$ cat src/rtl/dmac_pkg.sv
package dmac_pkg;
  localparam int NCH = 2;
  localparam int IW  = $clog2(NCH);

  typedef enum logic [1:0] {SZ_B = 2'd0, SZ_H = 2'd1, SZ_W = 2'd2, SZ_X = 2'd3} size_e;
  typedef enum logic [2:0] {RS_SRC = 3'd0, RS_DST = 3'd1, RS_CNT = 3'd2, RS_MODE = 3'd3, RS_CTRL = 3'd4} reg_sel_e;
  typedef enum logic [1:0] {E_IDLE, E_REQ, E_RD, E_WR} eng_st_e;

  typedef struct packed {
    logic  irq_en;
    logic  ext;
    logic  burst;
    logic  dst_fix;
    logic  src_fix;
    size_e size;
  } mode_t;
endpackage

$ cat src/rtl/dmac_chan.sv
module dmac_chan
  import dmac_pkg::*;
#(
  parameter int AW = 32,
  parameter int DW = 32,
  parameter int CW = 16
) (
  input  logic          clk_i,
  input  logic          rst_ni,
  input  logic          wr_i,
  input  logic [2:0]    sel_i,
  input  logic [DW-1:0] wdata_i,
  input  logic          ext_req_i,
  input  logic          beat_done_i,
  input  logic          abort_i,
  output logic          req_o,
  output logic [AW-1:0] src_o,
  output logic [AW-1:0] dst_o,
  output logic [1:0]    size_o,
  output logic          burst_o,
  output logic          last_o,
  output logic          irq_o
);
  localparam int MW = $bits(mode_t);

  logic [AW-1:0] src_q, dst_q, step;
  logic [CW-1:0] cnt_q;
  mode_t         mode_q;
  logic          armed_q, done_q, err_q, bad;

  assign step = AW'(1) << mode_q.size;

  always_comb begin
    unique case (mode_q.size)
      SZ_B:    bad = 1'b0;
      SZ_H:    bad = src_q[0] | dst_q[0];
      SZ_W:    bad = (|src_q[1:0]) | (|dst_q[1:0]);
      default: bad = 1'b1;
    endcase
  end

  always_ff @(posedge clk_i or negedge rst_ni) begin
    if (!rst_ni) begin
      src_q   <= '0;
      dst_q   <= '0;
      cnt_q   <= '0;
      mode_q  <= '0;
      armed_q <= 1'b0;
      done_q  <= 1'b0;
      err_q   <= 1'b0;
    end else begin
      if (wr_i && !armed_q) begin
        unique case (sel_i)
          RS_SRC:  src_q  <= wdata_i[AW-1:0];
          RS_DST:  dst_q  <= wdata_i[AW-1:0];
          RS_CNT:  cnt_q  <= wdata_i[CW-1:0];
          RS_MODE: mode_q <= mode_t'(wdata_i[MW-1:0]);
          RS_CTRL: begin
            if (wdata_i[1]) begin
              done_q <= 1'b0;
              err_q  <= 1'b0;
            end
            if (wdata_i[0]) begin
              armed_q <= 1'b1;
              done_q  <= 1'b0;
              err_q   <= 1'b0;
            end
          end
          default: ;
        endcase
      end
      if (armed_q) begin
        if (abort_i || bad) begin
          armed_q <= 1'b0;
          err_q   <= 1'b1;
        end else if (beat_done_i) begin
          if (!mode_q.src_fix) src_q <= src_q + step;
          if (!mode_q.dst_fix) dst_q <= dst_q + step;
          cnt_q <= cnt_q - 1'b1;
          if (cnt_q == CW'(1)) begin
            armed_q <= 1'b0;
            done_q  <= 1'b1;
          end
        end
      end
    end
  end

  assign req_o   = armed_q && !bad && (!mode_q.ext || ext_req_i);
  assign src_o   = src_q;
  assign dst_o   = dst_q;
  assign size_o  = mode_q.size;
  assign burst_o = mode_q.burst;
  assign last_o  = (cnt_q == CW'(1));
  assign irq_o   = mode_q.irq_en && (done_q || err_q);

  p_cnt_step_r3: assert property (@(posedge clk_i) disable iff (!rst_ni)
    armed_q && beat_done_i && !abort_i && !bad |=> cnt_q == CW'($past(cnt_q) - 1'b1));
  p_last_stop_r3: assert property (@(posedge clk_i) disable iff (!rst_ni)
    armed_q && beat_done_i && last_o && !abort_i && !bad |=> done_q && !armed_q);
  p_src_hold_r4: assert property (@(posedge clk_i) disable iff (!rst_ni)
    armed_q && beat_done_i && mode_q.src_fix |=> src_q == $past(src_q));
  p_misalign_r10: assert property (@(posedge clk_i) disable iff (!rst_ni)
    armed_q && bad |=> err_q && !armed_q);
endmodule

$ cat src/rtl/dmac_arb.sv
module dmac_arb
  import dmac_pkg::*;
(
  input  logic           clk_i,
  input  logic           rst_ni,
  input  logic           rr_mode_i,
  input  logic [NCH-1:0] req_i,
  input  logic           take_i,
  output logic           valid_o,
  output logic [IW-1:0]  idx_o
);
  logic last_q;  // channel served most recently
  logic pref_hi;

  assign pref_hi = rr_mode_i && !last_q;
  assign valid_o = |req_i;
  assign idx_o   = pref_hi ? (req_i[1] ? 1'b1 : 1'b0) : (req_i[0] ? 1'b0 : 1'b1);

  always_ff @(posedge clk_i or negedge rst_ni) begin
    if (!rst_ni)     last_q <= 1'b1;
    else if (take_i) last_q <= idx_o;
  end
endmodule

$ cat src/rtl/dmac_eng.sv
module dmac_eng
  import dmac_pkg::*;
#(
  parameter int AW = 32,
  parameter int DW = 32
) (
  input  logic                    clk_i,
  input  logic                    rst_ni,
  input  logic                    gnt_valid_i,
  input  logic [IW-1:0]           gnt_idx_i,
  output logic                    take_o,
  output logic [IW-1:0]           act_o,
  input  logic [NCH-1:0][AW-1:0]  src_i,
  input  logic [NCH-1:0][AW-1:0]  dst_i,
  input  logic [NCH-1:0][1:0]     size_i,
  input  logic [NCH-1:0]          burst_i,
  input  logic [NCH-1:0]          last_i,
  output logic                    bus_req_o,
  input  logic                    bus_gnt_i,
  output logic                    bus_valid_o,
  output logic                    bus_we_o,
  output logic [AW-1:0]           bus_addr_o,
  output logic [1:0]              bus_size_o,
  output logic [DW-1:0]           bus_wdata_o,
  input  logic [DW-1:0]           bus_rdata_i,
  input  logic                    bus_ready_i,
  input  logic                    bus_err_i,
  output logic [NCH-1:0]          beat_done_o,
  output logic [NCH-1:0]          abort_o
);
  eng_st_e        st_q;
  logic [IW-1:0]  act_q;
  logic [DW-1:0]  data_q;
  logic [NCH-1:0] act_oh;
  logic           fin;

  assign act_oh = NCH'(1) << act_q;
  assign take_o = (st_q == E_IDLE) && gnt_valid_i;
  assign fin    = (st_q == E_WR) && bus_ready_i && !bus_err_i;

  always_ff @(posedge clk_i or negedge rst_ni) begin
    if (!rst_ni) begin
      st_q   <= E_IDLE;
      act_q  <= '0;
      data_q <= '0;
    end else begin
      unique case (st_q)
        E_IDLE: if (gnt_valid_i) begin
          act_q <= gnt_idx_i;
          st_q  <= E_REQ;
        end
        E_REQ: if (bus_gnt_i) st_q <= E_RD;
        E_RD: if (bus_ready_i) begin
          if (bus_err_i) st_q <= E_IDLE;
          else begin
            data_q <= bus_rdata_i;
            st_q   <= E_WR;
          end
        end
        E_WR: if (bus_ready_i) begin
          if (!bus_err_i && burst_i[act_q] && !last_i[act_q]) st_q <= E_RD;
          else st_q <= E_IDLE;
        end
        default: st_q <= E_IDLE;
      endcase
    end
  end

  assign act_o       = act_q;
  assign bus_req_o   = (st_q != E_IDLE);
  assign bus_valid_o = (st_q == E_RD) || (st_q == E_WR);
  assign bus_we_o    = (st_q == E_WR);
  assign bus_addr_o  = (st_q == E_WR) ? dst_i[act_q] : src_i[act_q];
  assign bus_size_o  = size_i[act_q];
  assign bus_wdata_o = data_q;
  assign beat_done_o = fin ? act_oh : '0;
  assign abort_o     = (bus_valid_o && bus_ready_i && bus_err_i) ? act_oh : '0;

  p_steal_gap_r5: assert property (@(posedge clk_i) disable iff (!rst_ni)
    fin && !burst_i[act_q] |=> !bus_req_o);
  p_burst_hold_r6: assert property (@(posedge clk_i) disable iff (!rst_ni)
    fin && burst_i[act_q] && !last_i[act_q] |=> bus_req_o && bus_valid_o && !bus_we_o);
  p_rd_first_r2: assert property (@(posedge clk_i) disable iff (!rst_ni)
    $rose(bus_we_o) |-> $past(bus_valid_o && !bus_we_o && bus_ready_i && !bus_err_i));
  p_err_quiet_r11: assert property (@(posedge clk_i) disable iff (!rst_ni)
    bus_valid_o && bus_ready_i && bus_err_i |=> !bus_valid_o);
endmodule

$ cat src/rtl/dmac_top.sv
module dmac_top
  import dmac_pkg::*;
#(
  parameter int AW = 32,
  parameter int DW = 32,
  parameter int CW = 16
) (
  input  logic          clk_i,
  input  logic          rst_ni,
  input  logic          rr_mode_i,
  input  logic          cfg_we_i,
  input  logic          cfg_ch_i,
  input  logic [2:0]    cfg_sel_i,
  input  logic [DW-1:0] cfg_wdata_i,
  input  logic [1:0]    ext_req_i,
  output logic [1:0]    irq_o,
  output logic          bus_req_o,
  input  logic          bus_gnt_i,
  output logic          bus_valid_o,
  output logic          bus_we_o,
  output logic [AW-1:0] bus_addr_o,
  output logic [1:0]    bus_size_o,
  output logic [DW-1:0] bus_wdata_o,
  input  logic [DW-1:0] bus_rdata_i,
  input  logic          bus_ready_i,
  input  logic          bus_err_i
);
  logic [NCH-1:0][AW-1:0] src, dst;
  logic [NCH-1:0][1:0]    size;
  logic [NCH-1:0]         req, burst, last, done, abort;
  logic                   gvalid, take;
  logic [IW-1:0]          gidx, act;

  for (genvar c = 0; c < NCH; c++) begin : g_ch
    dmac_chan #(.AW(AW), .DW(DW), .CW(CW)) u_ch (
      .clk_i       (clk_i),
      .rst_ni      (rst_ni),
      .wr_i        (cfg_we_i && (cfg_ch_i == IW'(c))),
      .sel_i       (cfg_sel_i),
      .wdata_i     (cfg_wdata_i),
      .ext_req_i   (ext_req_i[c]),
      .beat_done_i (done[c]),
      .abort_i     (abort[c]),
      .req_o       (req[c]),
      .src_o       (src[c]),
      .dst_o       (dst[c]),
      .size_o      (size[c]),
      .burst_o     (burst[c]),
      .last_o      (last[c]),
      .irq_o       (irq_o[c])
    );
  end

  dmac_arb u_arb (
    .clk_i     (clk_i),
    .rst_ni    (rst_ni),
    .rr_mode_i (rr_mode_i),
    .req_i     (req),
    .take_i    (take),
    .valid_o   (gvalid),
    .idx_o     (gidx)
  );

  dmac_eng #(.AW(AW), .DW(DW)) u_eng (
    .clk_i       (clk_i),
    .rst_ni      (rst_ni),
    .gnt_valid_i (gvalid),
    .gnt_idx_i   (gidx),
    .take_o      (take),
    .act_o       (act),
    .src_i       (src),
    .dst_i       (dst),
    .size_i      (size),
    .burst_i     (burst),
    .last_i      (last),
    .bus_req_o   (bus_req_o),
    .bus_gnt_i   (bus_gnt_i),
    .bus_valid_o (bus_valid_o),
    .bus_we_o    (bus_we_o),
    .bus_addr_o  (bus_addr_o),
    .bus_size_o  (bus_size_o),
    .bus_wdata_o (bus_wdata_o),
    .bus_rdata_i (bus_rdata_i),
    .bus_ready_i (bus_ready_i),
    .bus_err_i   (bus_err_i),
    .beat_done_o (done),
    .abort_o     (abort)
  );

  p_fixed_prio_r7: assert property (@(posedge clk_i) disable iff (!rst_ni)
    take && !rr_mode_i && (&req) |=> act == '0);
endmodule

$ cat config.mk
export PLATFORM = sky130hd
export DESIGN_NAME = dmac_top
export DESIGN_NICKNAME = d
export VERILOG_FILES = /design/src/rtl/dmac_pkg.sv /design/src/rtl/dmac_chan.sv /design/src/rtl/dmac_arb.sv /design/src/rtl/dmac_eng.sv /design/src/rtl/dmac_top.sv
export SDC_FILE = /design/constraint.sdc
export NUM_CORES = 1
export LEC_CHECK = 0
export CAP_MARGIN = 10
export CORE_AREA = 2 2 156 158
export DETAILED_ROUTE_END_ITERATION = 10
export DIE_AREA = 0 0 158 160
export PLACE_DENSITY = 0.79
export SETUP_SLACK_MARGIN = 0.5
export SKIP_LAST_GASP = 1
export SYNTH_ARGS = -nofsm -noshare
export SYNTH_HDL_FRONTEND = slang
export SYNTH_SLANG_ARGS = --single-unit
$ cat constraint.sdc
create_clock -name clk_i -period 3.5 [get_ports clk_i]
set_clock_uncertainty 0.1 [all_clocks]
set_input_delay 0.7 -clock clk_i [delete_from_list [all_inputs] [get_ports clk_i]]
set_output_delay 0.7 -clock clk_i [all_outputs]
set_load 0.03 [all_outputs]
**Word-level counts from Yosys, hierarchy flattened**

Cells that the tools add are included.

- Register bits after elaboration: 216
- Latch bits: 0
- Bits in writable memories: 0
- ROM bits: 0
- Memories kept: 0

- Add/sub/neg operators: 6
- $mul: 0
- Divide/modulo/power cells: 0
- $lt $le $gt $ge: 1
- Eq/ne operators: 17
- Shift operators: 3
- Multiplexer cells: 101
- Bitwise gates (word level): 6
- Reductions and logical operators: 49

Operator list:

| operator | number |
|---|---|
| $mux W32 | 29 |
| $mux W16 | 10 |
| $add A32 B32 Y32 | 4 |
| $shl A1 B2 Y32 const A | 2 |
| $mux W1 | 49 |
| $eq A16 B1 Y1 const B | 2 |
| $sub A16 B1 Y16 const B | 2 |
| $mux W2 | 10 |
| $logic_and A1 B1 Y1 | 18 |
| $reduce_or A2 Y1 | 5 |
| $logic_not A1 Y1 | 9 |
| $eq A2 B2 Y1 const B | 4 |
| $pmux W2 S4 | 1 |
| $logic_or A1 B1 Y1 | 7 |
| $eq A2 B1 Y1 const B | 3 |
| $eq A3 B2 Y1 const B | 2 |
| $logic_not A2 Y1 | 3 |
| $pmux W1 S3 | 2 |
| $reduce_and A2 Y1 | 3 |
| $ne A2 B1 Y1 const B | 2 |
| $ne A2 B2 Y1 const B | 2 |
| $or A1 B1 Y1 | 4 |
| $reduce_and A4 Y1 | 1 |
| $eq A3 B1 Y1 const B | 1 |
| other kinds (7) | 8 |

**Logic depth before layout (Yosys ltp)**

- Depth in word-level cells: 9
- Mapped depth: 11

**Modules after synthesis**

Synthesis repeated with hierarchy kept, for this count alone.

- Cell total of the unflattened synthesis: 1527
- Area total of the unflattened synthesis: 13803.2 um^2

Modules (own cells, without submodules):

| module | instances | cells each | area each (um^2) |
|---|---|---|---|
| dmac_chan (g_ch[0].u_ch) | 1 | 699 | 5779.3 |
| dmac_chan (g_ch[1].u_ch) | 1 | 677 | 5709.2 |
| dmac_eng | 1 | 139 | 2225.9 |
| dmac_arb | 1 | 10 | 72.6 |
| dmac_top | 1 | 2 | 16.3 |

**Least setup slack after synthesis**

OpenSTA, ideal clock, no wires.

- Path type: register -> output
- From: register u_eng.st_q[1]
- To: output port bus_addr_o[10]
- Arrival time: 1.976 ns
- Setup slack: 0.724 ns
- Stages on the path, launching flop included: 6
- Cells stage by stage: dfrtp_1 > clkbuf_1 > nand2_1 > clkbuf_1 > buf_1 > mux4_2

- Word-level cells in the longest chain between the ends: 2

RTL lines:

| item | RTL line | RTL |
|---|---|---|
| start: declaration | dmac_eng.sv:31 | `eng_st_e st_q;` |
| start signal: assignment | dmac_eng.sv:43 | `st_q <= E_IDLE;` |
| start signal: assignment | dmac_eng.sv:50 | `st_q <= E_REQ;` |
| start signal: assignment | dmac_eng.sv:52 | `E_REQ: if (bus_gnt_i) st_q <= E_RD;` |
| $eq A2 B2 Y1 | dmac_eng.sv:73 | `assign bus_addr_o = (st_q == E_WR) ? dst_i[act_q] : src_i[act_q];` |
| $mux W32 | dmac_eng.sv:73 |  |
| end: declaration | dmac_top.sv:21 | `output logic [AW-1:0] bus_addr_o,` |

No other way between the ends.

**Worst setup path after layout**

- From: register u_eng.act_q, in the netlist u_eng.act_o
- To: output port bus_addr_o[10]

- Word-level cells in the longest chain between the ends: 3
- Elaborated cells on any way between the ends: 5
- Those cells by class: mux (5)

RTL lines:

| item | RTL line | RTL |
|---|---|---|
| start: declaration | dmac_eng.sv:32 | `logic [IW-1:0] act_q;` |
| start signal: assignment | dmac_eng.sv:49 | `act_q <= gnt_idx_i;` |
| $mux W32 (not written as such) (2 in a row) | dmac_eng.sv:73 |  |
| $mux W32 (*) | dmac_eng.sv:73 |  |

Mark *: on every way between the ends. The rest lies on a longest branch, timed or not. The select of a mux whose other input is x is not followed.

==> impl_summary.txt <==
----------------------------------------------------
[Run status]
  Outcome ... complete, but fails checks
  Violated checks ... negative hold slack

[Synth]
  Post-Synthesis Net Count ... 1564
  Fraction of registers with async set/reset ... 100%
  Post-synth design cell area ... 13400 um^2
  Adder-Cell Fraction of Synth Area ... 1.49%
  Multiplexer share of the synthesized area ... 9.52%
  Post-synth cell types ... 86
  Yosys top cell area share ... 40.0%
  Main combinational cell family by area after synthesis ... compound AO/OA/AOI/OAI gates
  XOR/XNOR share of the synthesized area ... 0.652%
  Most frequent cells after synthesis ... dfrtp_1 (215), nor2_1 (164), nand2_1 (130)
  Average footprint of a synthesized cell ... 9.13 um^2
  Most frequent cell after synthesis ... dfrtp_1
  Ys Warns ... 0
  Compound-gate portion of the synthesized area ... 22.2%
  Number of enable-type register cells in the synthesized netlist ... 0
  Synthesis-stage register bit count ... 216
  Ranking of synthesized cells by area ... dfrtp_1 (40%), mux4_2 (5.4%), nor2_1 (4.6%), mux2_2 (3.9%), a211oi_1 (3.7%)
  Post-synthesis instance total ... 1471
  Simple-gate share of the synthesized area ... 21.8%
  Main synth FF type ... dfrtp_1
  Yosys top cell by area ... dfrtp_1
  Part of the Yosys area used for sequential elements ... 40.2%

[GRT]
  First-pass GRT wire length ... 71800 um
  Tot GR Track Use ... 36.6%
  Number of global-route vias before repair ... 12727
  Initial antenna violation count ... 0
  Maximum number of pins on one net before global-route repair ... 68
  Aggregate global routing overflow ... 0

[Worst setup path]
  Worst Path Class, Setup ... reg2out
  Required arrival time at the worst endpoint ... 2.70 ns
  Arr. time, crit path ... 2.17 ns
  Critical path fanouts, max ... 19
  Type of element launching the critical path ... flop
  Kind of end point of the critical path ... output pin

[Floorplanning]
  Top-level I/O count ... 148
  Effective utilization at floorplan ... 56.4%
  Number of placement rows ... 57
  Core box area ... 23800 um^2
  Die Height ... 160 um
  Die extent in x ... 158 um
  Total Die Area ... 25300 um^2

[Drt]
  Antenna Violating Nets Remaining ... 0
  Number of remaining DRC errors ... 0
  Avg WL per Cell ... 24.0 um
  Number of violations reported at the end of detailed-routing iteration 0 ... 1583
  Pre-Repair DR Iteration Count ... 6
  Total via count after detailed routing ... 13464
  Detailed-routing wirelength on met1 ... 17200 um
  Top layer used by detailed routing ... met4
  Met3 WL post-DR ... 5430 um
  Number of vias per cell ... 6.90
  Detailed-route wire length ... 46800 um
  Met2 Routed Length ... 20700 um

[Clock tree]
  Sink Count ... 216
  CTS max path bufs ... 3
  Root buf cell ... clkbuf_16
  CTS HTree Levels ... 1
  Clock-pin slew on the worst setup and hold paths ... 0.06 ns
  Total of hold buffers inserted after clock tree synthesis ... 0
  CTS tree ... yes
  Source-to-sink clock delay at the later pin of the worst-skew pair ... 0.53 ns
  CTS buffer count ... 26

[Timing]
  Final number of hold-violating endpoints ... 10
  Final Cycle Share ... 84.9%
  Setup_tns ... 0 ns
  Worst-margin pin slew ... 1.15 ns
  Worst setup slack after layout ... 0.528 ns
  Worst slew margin relative to its limit ... 23.1%
  RSZ-0062 raised after global routing ... yes
  Maximum clock frequency ... 0.337 GHz
  Final number of setup-violating endpoints ... 0
  Number of max-slew violations in the final report ... 0
  Min Tclk post-route ... 2.97 ns
  Final hold slack ... -0.0166 ns

[Power]
  Maximum VDD drop ... 667 uV
  P_leak ... 6.48 nW
  Power density of the placed cells ... 747 nW/um^2

[Job]
  Number of max-cap violations ... 0

[Finish]
  Register cell area after layout ... 5410 um^2
  Share of post-route cells with drive strength above 1 ... 15.1%
  Final Net Count ... 1700
  Area added between synthesis and finish ... 22.2%
  Multi-input gate area in the final layout ... 7530 um^2
  Antenna cells ... 0
  Fillcell total ... 1896

[Placed design]
  Gp weighted congestion ... 1.01
  # port buffers ... 147
  Detailed-placement wirelength estimate ... 33500 um
  Placement Setup Slack ... 0.0844 ns

[Hold path]
  Hold WC Path Type ... in2async

----------------------------------------------------
[layout make-up]
| cell class | count | area share (%) |
|---|---|---|
| Clock inverter | 9 | 0.579 |
| Clock buffer | 39 | 4.88 |
| Timing Repair Buffer | 198 | 12.2 |
| Sequential cell | 216 | 32.9 |
| Tap cell | 324 | 2.47 |
| Multi-Input combinational cell | 1120 | 45.9 |
| Inverter | 45 | 1.04 |
[final timing paths]
check	start	to	slack, ns	depth (start not counted)
max reg2reg	g_ch[1].u_ch.size_o[0]$_DFFE_PN0P_	g_ch[1].u_ch.src_o[30]$_DFF_PN0_	0.70	9
min in group clk_i	u_eng.bus_wdata_o[21]$_DFFE_PN0P_	u_eng.bus_wdata_o[21]$_DFFE_PN0P_	0.41	1
min reg2reg	u_eng.bus_wdata_o[21]$_DFFE_PN0P_	u_eng.bus_wdata_o[21]$_DFFE_PN0P_	0.41	1
min	rst_ni	g_ch[0].u_ch.src_o[26]$_DFF_PN0_	-0.02	1
max	u_eng.act_o$_DFFE_PN0P_	bus_addr_o[10]	0.53	3
max in group asynchronous	rst_ni	g_ch[1].u_ch.size_o[1]$_DFFE_PN0P_	2.50	2
[kinds of logic after synthesis]
| group | Yosys count |
|---|---|
| adders and majority gates | 16 |
| muxes | 82 |
| xor gates and xnor gates | 10 |
| buffers and inverters | 136 |
| and+or+nand+nor | 584 |
| AOI/OAI and AO/OA | 427 |
| DFF | 216 |
[flip-flops by register name, indices dropped and copies added, names as in the netlist, 4 cells and up]
register and count:
g_ch.u_ch.dst_o 64, g_ch.u_ch.src_o 64, g_ch.u_ch.cnt_q 32, u_eng.bus_wdata_o 32, g_ch.u_ch.mode_q 8, g_ch.u_ch.size_o 4
[placed cells by master, fill, tap and decap left out, drive strengths merged, types with 10 or more instances in the layout]
cell type        n
mux4            32
nand3           48
nand4           21
nor4            11
o21ai           81
o211ai          12
nand2          132
dfrtp          215
a211oi          67
clkbuf          43
o22ai           28
mux2            46
buf             63
nor3            64
clkdlybuf4s50  112
and4            11
ha              16
and2            20
dlygate4sd2     15
a311oi          31
and3            36
inv             44
a21oi           81
a31oi           19
nor3b           10
nor2           165
or3             22
[worst max-delay path: stages, from the launching register on]
cell and delay (ns):
dfrtp_2 0.44, buf_12 0.22, mux4_2 0.58, dlygate4sd2_1 0.38
[routing by layer]
metal / track usage, % / up-vias
li1: - / 5849
met1: 49.8 / 6448
met2: 56.1 / 958
met3: 5.92 / 209
met4: 19.8 / 0
met5: 0 / -
[power by group]
part | total [mW] | switching (mW) | internal, mW
sequential | 4.35 | 1.06 | 3.30
clock | 2.82 | 1.11 | 1.72
combinational | 5.09 | 2.81 | 2.28
[through the flow]
stage	hold slack, ns	utilization [%]	std cells	instance area (um^2)	total power [mW]
floorplan	0.304	-	1471	13400	7.16
global placement	0.373	64.9	1900	15500	9.26
detailed placement	0.393	64.9	1900	15500	9.39
CTS	0.00311	68.7	1949	16400	12.2
global route	0.0321	68.9	1951	16400	12.8
finish	-0.0166	68.9	1951	16400	12.3
[repair_timing]
| item | in CTS | in global routing |
|---|---|---|
| resized for setup | 41 | 18 |
| setup endpoints to repair | 25 | 37 |
| gates cloned | 1 | 2 |
| setup buffers | 0 | 0 |
| pin swaps | 0 | 2 |
No activity file was read; power rests on OpenSTA's default activity.
